$ cat src/rtl/subw_pkg.sv
package subw_pkg;

    typedef enum logic [1:0] {
        PH_IDLE   = 2'd0,
        PH_SETUP  = 2'd1,
        PH_ACCESS = 2'd2
    } phase_e;

    localparam logic [1:0] SZ_BYTE = 2'd0;
    localparam logic [1:0] SZ_HALF = 2'd1;
    localparam logic [1:0] SZ_WORD = 2'd2;

endpackage

$ cat src/rtl/subw_lane_map.sv
// Turns offset and size into a lane mask, moves write data onto lanes,
// and flags sizes wider than the bus or offsets not aligned to the size.
module subw_lane_map #(
    parameter int  DATA_W = 32,
    localparam int NB     = DATA_W / 8,
    localparam int OFF_W  = $clog2(NB)
) (
    input  logic [OFF_W-1:0]  off_i,
    input  logic [1:0]        size_i,
    input  logic [DATA_W-1:0] wdata_i,
    output logic [NB-1:0]     strb_o,
    output logic [DATA_W-1:0] lanes_o,
    output logic              bad_o
);
    int unsigned nb_w;
    int unsigned off_w;

    always_comb begin
        nb_w  = 32'd1 << size_i;
        off_w = 32'(off_i);
        bad_o = (nb_w > 32'(NB)) || ((off_w & (nb_w - 32'd1)) != 32'd0);
    end

    for (genvar g = 0; g < NB; g++) begin : g_lane
        assign strb_o[g] = !bad_o && (32'(g) >= off_w) && (32'(g) < off_w + nb_w);
    end

    assign lanes_o = wdata_i << (off_w * 32'd8);

endmodule

$ cat src/rtl/subw_read_align.sv
// Moves the selected bytes of a returned word down to bit 0 and clears the rest.
module subw_read_align #(
    parameter int  DATA_W = 32,
    localparam int NB     = DATA_W / 8,
    localparam int OFF_W  = $clog2(NB)
) (
    input  logic [OFF_W-1:0]  off_i,
    input  logic [1:0]        size_i,
    input  logic [DATA_W-1:0] word_i,
    output logic [DATA_W-1:0] data_o
);
    int unsigned       nb_w;
    logic [DATA_W-1:0] shifted;

    always_comb begin
        nb_w    = 32'd1 << size_i;
        shifted = word_i >> (32'(off_i) * 32'd8);
    end

    for (genvar g = 0; g < NB; g++) begin : g_byte
        assign data_o[8*g +: 8] = (32'(g) < nb_w) ? shifted[8*g +: 8] : 8'h00;
    end

endmodule

$ cat src/rtl/subword_apb_mgr.sv
module subword_apb_mgr
    import subw_pkg::*;
#(
    parameter int  ADDR_W = 32,
    parameter int  DATA_W = 32,
    localparam int STRB_W = DATA_W / 8
) (
    input  logic              clk,
    input  logic              rst_n,
    input  logic              req_valid,
    output logic              req_ready,
    input  logic [ADDR_W-1:0] req_addr,
    input  logic [1:0]        req_size,
    input  logic              req_write,
    input  logic [DATA_W-1:0] req_wdata,
    output logic              rsp_valid,
    output logic [DATA_W-1:0] rsp_rdata,
    output logic              rsp_err,
    output logic              psel,
    output logic              penable,
    output logic              pwrite,
    output logic [ADDR_W-1:0] paddr,
    output logic [DATA_W-1:0] pwdata,
    output logic [STRB_W-1:0] pstrb,
    input  logic              pready,
    input  logic [DATA_W-1:0] prdata,
    input  logic              pslverr
);
    localparam int OFF_W = $clog2(STRB_W);

    typedef struct packed {
        phase_e            ph;
        logic [ADDR_W-1:0] addr;
        logic [DATA_W-1:0] wdata;
        logic [STRB_W-1:0] strb;
        logic              wr;
        logic [OFF_W-1:0]  off;
        logic [1:0]        size;
    } xfer_t;

    xfer_t xfer_q, xfer_d;

    logic [STRB_W-1:0] map_strb;
    logic [DATA_W-1:0] map_lanes;
    logic              map_bad;
    logic [DATA_W-1:0] rd_aligned;
    logic              is_idle, is_done, take, reject;

    subw_lane_map #(.DATA_W(DATA_W)) u_map (
        .off_i   (req_addr[OFF_W-1:0]),
        .size_i  (req_size),
        .wdata_i (req_wdata),
        .strb_o  (map_strb),
        .lanes_o (map_lanes),
        .bad_o   (map_bad)
    );

    subw_read_align #(.DATA_W(DATA_W)) u_align (
        .off_i  (xfer_q.off),
        .size_i (xfer_q.size),
        .word_i (prdata),
        .data_o (rd_aligned)
    );

    always_comb begin
        is_idle = (xfer_q.ph == PH_IDLE);
        is_done = (xfer_q.ph == PH_ACCESS) && pready;
        take    = req_valid && !map_bad && (is_idle || is_done);
        reject  = req_valid && map_bad && is_idle;

        xfer_d = xfer_q;
        case (xfer_q.ph)
            PH_IDLE:   xfer_d.ph = PH_IDLE;
            PH_SETUP:  xfer_d.ph = PH_ACCESS;
            PH_ACCESS: if (pready) xfer_d.ph = PH_IDLE;
            default:   xfer_d.ph = PH_IDLE;
        endcase

        if (take) begin
            xfer_d.ph    = PH_SETUP;
            xfer_d.addr  = {req_addr[ADDR_W-1:OFF_W], {OFF_W{1'b0}}};
            xfer_d.wr    = req_write;
            xfer_d.wdata = req_write ? map_lanes : '0;
            xfer_d.strb  = req_write ? map_strb : '0;
            xfer_d.off   = req_addr[OFF_W-1:0];
            xfer_d.size  = req_size;
        end
    end

    always_ff @(posedge clk or negedge rst_n) begin
        if (!rst_n) xfer_q <= '0;
        else        xfer_q <= xfer_d;
    end

    assign req_ready = is_idle || (is_done && !map_bad);
    assign rsp_valid = is_done || reject;
    assign rsp_err   = is_done ? pslverr : reject;
    assign rsp_rdata = (is_done && !xfer_q.wr) ? rd_aligned : '0;

    assign psel    = (xfer_q.ph != PH_IDLE);
    assign penable = (xfer_q.ph == PH_ACCESS);
    assign pwrite  = xfer_q.wr;
    assign paddr   = xfer_q.addr;
    assign pwdata  = xfer_q.wdata;
    assign pstrb   = xfer_q.strb;

endmodule

$ cat config.mk
export PLATFORM = sky130hd
export DESIGN_NAME = subword_apb_mgr
export DESIGN_NICKNAME = d
export VERILOG_FILES = /design/src/rtl/subw_pkg.sv /design/src/rtl/subw_lane_map.sv /design/src/rtl/subw_read_align.sv /design/src/rtl/subword_apb_mgr.sv
export SDC_FILE = /design/constraint.sdc
export NUM_CORES = 1
export LEC_CHECK = 0
export ABC_CLOCK_PERIOD_IN_PS = 3100
export BUFFER_PORTS_ARGS = -buffer_cell sky130_fd_sc_hd__buf_2
export CAP_MARGIN = 20
export CORE_UTILIZATION = 51
export CTS_CLUSTER_SIZE = 28
export DETAILED_ROUTE_END_ITERATION = 7
export PLACE_DENSITY = 0.86
export SLEW_MARGIN = 20
export SYNTH_ARGS = -nofsm -noshare
export SYNTH_HDL_FRONTEND = slang
export SYNTH_SLANG_ARGS = --single-unit
export TNS_END_PERCENT = 100
$ cat constraint.sdc
create_clock -name clk -period 3.1 [get_ports clk]
set_input_delay 0.465 -clock clk [delete_from_list [all_inputs] [get_ports clk]]
set_output_delay 0.465 -clock clk [all_outputs]
set_load 0.005 [all_outputs]
After elaboration in Yosys (flattened, before gate mapping):

Cells that the tools add are included.

* bits in registers: 73
* latch bits: 0
* RAM bits: 0
* bits in read-only memories: 0
* input port bits: 104
* output and inout bits: 106
* logic and storage cells: 65
* memories kept: 0

* add/subtract/negate cells: 2
* $mul: 0
* div/mod/pow operators: 0
* $lt $le $gt $ge: 13
* eq/ne operators: 3
* shifts and indexed selects: 4
* multiplexer cells: 11
* bitwise gates (word level): 1
* reduce and logical (&&, ||, !) cells: 24

Operator list (count)
* 1-bit by 32-bit < comparator with 1-bit output, first input constant: 4
* 2-bit by 32-bit < comparator with 1-bit output, first input constant: 4
* 75-bit two-way mux: 1
* 32-bit two-way mux: 2
* 1-bit by 2-bit << shifter with 32-bit output, first input constant: 2
* 2-bit by 32-bit adder with 32-bit output: 1
* 2-bit by 32-bit AND with 32-bit output: 1
* 32-bit by 3-bit greater-than comparator with 1-bit output, second input constant: 1
* 8-bit two-way mux: 4
* 32-bit nonzero test: 1
* 32-bit by 5-bit << shifter with 32-bit output: 1
* 32-bit by 5-bit right shift with 32-bit output: 1
* 32-bit by 1-bit subtractor with 32-bit output, second input constant: 1
* 1-bit logical AND: 15
* 1-bit by 2-bit >= comparator with 1-bit output, first input constant: 2
* 2-bit >= comparator, first input constant: 2
* 1-bit logical OR: 4
* 4-bit two-way mux: 1
* 2-bit one-hot mux with 2 select lines: 1
* 3-bit by 1-bit inequality test with 1-bit output, second input constant: 1
* 2-bit by 1-bit == test with 1-bit output, second input constant: 1
* 2-bit == test, second input constant: 1
* 1-bit logical NOT: 2
* 2-bit logical NOT: 1
* 3 further kinds: 3

Depth between registers and ports, before layout:

* depth after elaboration: 10
* mapped depth: 8

Hierarchy:

From an unflattened synthesis, not the netlist that was laid out.

* cell total of the unflattened synthesis: 546
* area total of the unflattened synthesis: 5322.6 µm²

By module, submodules not included
* subword_apb_mgr: instances 1, cells each 349, area each 3903.7 µm², sequential area each 1826.8 µm²
* subw_lane_map: instances 1, cells each 104, area each 735.7 µm², sequential area each 0.0 µm²
* subw_read_align: instances 1, cells each 93, area each 683.2 µm², sequential area each 0.0 µm²

Worst setup path after synthesis:

Ideal clock, no wire load.

* kind: input port to flip-flop
* start: input port req_addr[1]
* end: register xfer_q (netlist bit pstrb[0])
* data arrival time: 2.134 ns
* required time: 2.979 ns
* slack: 0.846 ns
* stages on the path: 8
* buffers on the path: 2
* cells stage by stage: buf_2 -> inv_1 -> clkbuf_1 -> fa_1 -> a2111oi_0 -> mux2_2 -> nand3_1 -> a22o_1

* cells in the longest elaborated chain, start to end: 7
* elaborated cells between the ends (all ways): 12

Ends and longest elaborated chain
* start: declaration: RTL line subword_apb_mgr.sv:12 `input logic [ADDR_W-1:0] req_addr,`
* branches (longest 7 deep; another with 2-bit by 32-bit adder with 32-bit output)
* end signal: assignment: RTL line subword_apb_mgr.sv:92 `else xfer_q <= xfer_d;`
* end: declaration: RTL line subword_apb_mgr.sv:41 `xfer_t xfer_q, xfer_d;`

Parallel ways; which one is timed is not known.
A chain may end at the register's enable or synchronous reset.

Final worst setup path:

* start: register xfer_q[2] in the netlist's numbering
* end: output port rsp_rdata[15]

* cells in the longest elaborated chain, start to end: 3

Ends and longest elaborated chain
* 32-bit by 5-bit right shift with 32-bit output: RTL line subw_read_align.sv:17 `shifted = word_i >> (32'(off_i) * 32'd8);`
* 8-bit two-way mux: RTL line subw_read_align.sv:21 `assign data_o[8*g +: 8] = (32'(g) < nb_w) ? shifted[8*g +: 8] : 8'h00;`
* 32-bit two-way mux: RTL line subword_apb_mgr.sv:98 `assign rsp_rdata = (is_done && !xfer_q.wr) ? rd_aligned : '0;`
* end: declaration: RTL line subword_apb_mgr.sv:17 `output logic [DATA_W-1:0] rsp_rdata,`

No other way between the ends.

==> qor.txt <==
status - finished, final reports clean
Pleak - 0.002987 uW
Cell Area, Synth - 0.004516 mm2
number of synthesized flops with an enable pin - 0
initial antenna violation count - 0
Compound-Gate Fraction of Synth Area - 11.39%
share of cells above drive strength 1 - 36.97%
CP max stage delay - 0.93 ns
relative slew slack - 37.98%
Peak Freq - 361.4 MHz
I/O pins - 210
Area Growth Syn to Fin - 17.32%
cell mode on critical path - nor2_1
first-pass GRT wire length - 17.65 mm
Hold Buf Count CTS - 0
Register Area - 0.001827 mm2
synth unique cells - 42
DRT Pass-1 Iters - 5
Slew Viols, Final - 0
post-DP HPWL - 8.803 mm
CP Data Arrival Time - 2.30 ns
Final Util - 63.20%
WL/cell - 15.13 um
ranking of synthesized cells by area - dfrtp_1, nand2_1, buf_4
die height - 96.10 um
PD cells - 535.4 mW/mm2
Global Route Usage Sum - 25.04%
element type at the critical path end - primary output
Horiz. Die Dim - 96.10 um
ys async rst share - 100.0%
Die ar. - 0.009234 mm2
synthesized-area fraction occupied by adder cells - 1.275%
Setup violations, final - 0
CTS tree - yes
Core Box Area - 0.008382 mm2
Synthesis Warnings - 0
setup TNS - 0 ns
pre-CTS WS - 0.6159 ns
Clock Skew - 0.01212 ns
row cnt - 33
Hold Path Class - input port to async pin
Mapped Cells - 525
worst vdd ir - 342.1 uV
vias in the first global route - 3746
max-cap violation count - 0
crit path cell chain - buf_4, mux2i_1, nor2_1, a21oi_1, nor2_1, buf_2
Finished Layout Cells - 765
Residual DRC - 0
xor and xnor area share after synthesis - 0%
Avg Inst Size Synth - 8.601 um2
sequential area share after synthesis - 40.45%
via/cell ratio - 5.220
Yosys top cell by area - dfrtp_1
clock buffer count from CTS - 9
fillers - 730
fin crit share - 89.27%
flops & latches, synth - 73
CTS clk-pin slew, worst paths - 0.08 ns
Final ANT Viol Nets - 0
total wire length - 11.58 mm
Most used DFF post-synth - dfrtp_1
crit path max fanout - 23
GRT overflow - 0
Worst path slowest cell - dfrtp_1
GPL Wtd Cong - 0.8364
largest net degree at the start of global routing - 74
simple-gate area share of the yosys netlist - 21.72%
area of the multi-input gates - 0.001983 mm2
post-CTS sizing - 0
post-CTS setup buffer count - 0
initial core utilization - 53.87%
CTS Root Cell - clkbuf_8
H-tree depth - 3
port bufs - 207
critical path launch point type - flip-flop
mux share of post-synthesis cell area - 9.365%
main combinational cell family by area after synthesis - simple AND/OR/NAND/NOR gates
Setup Crit Path Kind - flip-flop to primary output
DRT iter0 DRCs - 229
Final nets - 764
CP required - 2.63 ns
placed insts - 750
RSZ-0062 raised after global routing - false
top cell type's share of synthesized area - 40.45%
Setup WS post-layout - 0.3327 ns
Via Count - 3993
clock sinks - 73
clock latency on the worst-skew pair - 0.34 ns
Overall Power - 2836 uW
Ant. Diodes - 0
Hold Violations, Final - 0
clk buf depth - 2
min Tclk post-route - 2.767 ns
Worst Tran Pin Value - 0.9303 ns
critical path: cells and delay by family (launching register included):
family | cells | cell delay [ns]
multiplexers | 1 | 0.22
AND/OR/NAND/NOR | 2 | 0.12
flip-flops | 1 | 0.93
AO/OA/AOI/OAI | 1 | 0.18
buffers and inverters | 2 | 0.52
cell usage in the layout, fill, tap and decap left out, types with 2 or more instances in the layout:
master,n
conb_1,2
and2_1,8
nor2_1,34
a211oi_1,17
a22o_1,10
bufinv_16,2
buf_2,206
a21oi_1,19
clkbuf_8,9
nand3b_1,2
buf_4,12
o21ai_0,19
o31ai_1,9
inv_1,5
mux2i_1,40
mux2_2,2
and2b_2,2
nand2_1,144
dfrtp_1,73
ha_1,3
nand2b_1,3
nor2b_1,9
nand3_1,10
sequential cells by signal, indices dropped and copies added (netlist names):
signal,cells
pwdata,32
paddr,30
xfer_q,6
pwrite,1
pstrb,4
cells by family after synthesis:
family,after synthesis
adders and majority gates,4
other,1
muxes,42
DFF,73
buffers and inverters,106
and+or+nand+nor,220
AOI/OAI and AO/OA,79
final timing paths:
| kind | start | endpoint | slack, ns | cells past startpoint |
|---|---|---|---|---|
| max in group asynchronous | rst_n | xfer_q[74] | 2.23 | 1 |
| setup / recovery | xfer_q[2] | rsp_rdata[15] | 0.33 | 6 |
| min in group clk | req_addr[13] | paddr[13] | 0.31 | 3 |
| hold reg to reg | paddr[6] | paddr[6] | 0.47 | 2 |
| setup reg to reg | xfer_q[73] | pwdata[28] | 1.05 | 6 |
| hold / removal | rst_n | pwdata[17] | 0.26 | 1 |
where the power goes:
group,internal [uW],switching [uW],leakage (uW)
combinational,367,404,0.00194
clock,449,344,0.000102
sequential,1130,146,0.000944
total,1940,894,0.00299
routing by layer:
metal,vias up,GRT usage (%),wire (um)
li1,1933,-,-
met1,1870,29.03,4744
met2,176,44.98,5859
met3,14,5.766,788
met4,0,8.831,185
met5,-,0,0
cells in the mapped netlist (2+ instances only):
library cell,count
a211oi_1,17
nand2_1,144
a22o_1,10
o31ai_1,9
dfrtp_1,73
nand3b_1,2
buf_6,3
clkbuf_1,8
ha_1,3
and2_1,8
mux2i_1,40
a21oi_1,19
nor2b_1,9
buf_4,68
o21ai_0,19
nand2b_1,3
and2b_2,2
nand3_1,10
mux2_2,2
nor2_1,34
buf_2,17
inv_1,5
metrics by stage:
stage	instance area [um2]	hold WS, ns
after floorplan	4519	0.1694
after detailed placement	5089	0.4569
after CTS	5298	0.2842
after global routing	5298	0.3027
final	5298	0.2640
after global placement	5089	0.4519
layout make-up:
class	count	share of cell area, %
clock inverters	5	1.535
inverters	7	0.4960
repair buffers	218	21.16
flip-flops and latches	73	34.48
multi-input cells	347	37.44
well taps	105	2.480
clock buffers	10	2.409
Power figures use the tool's default switching activity.
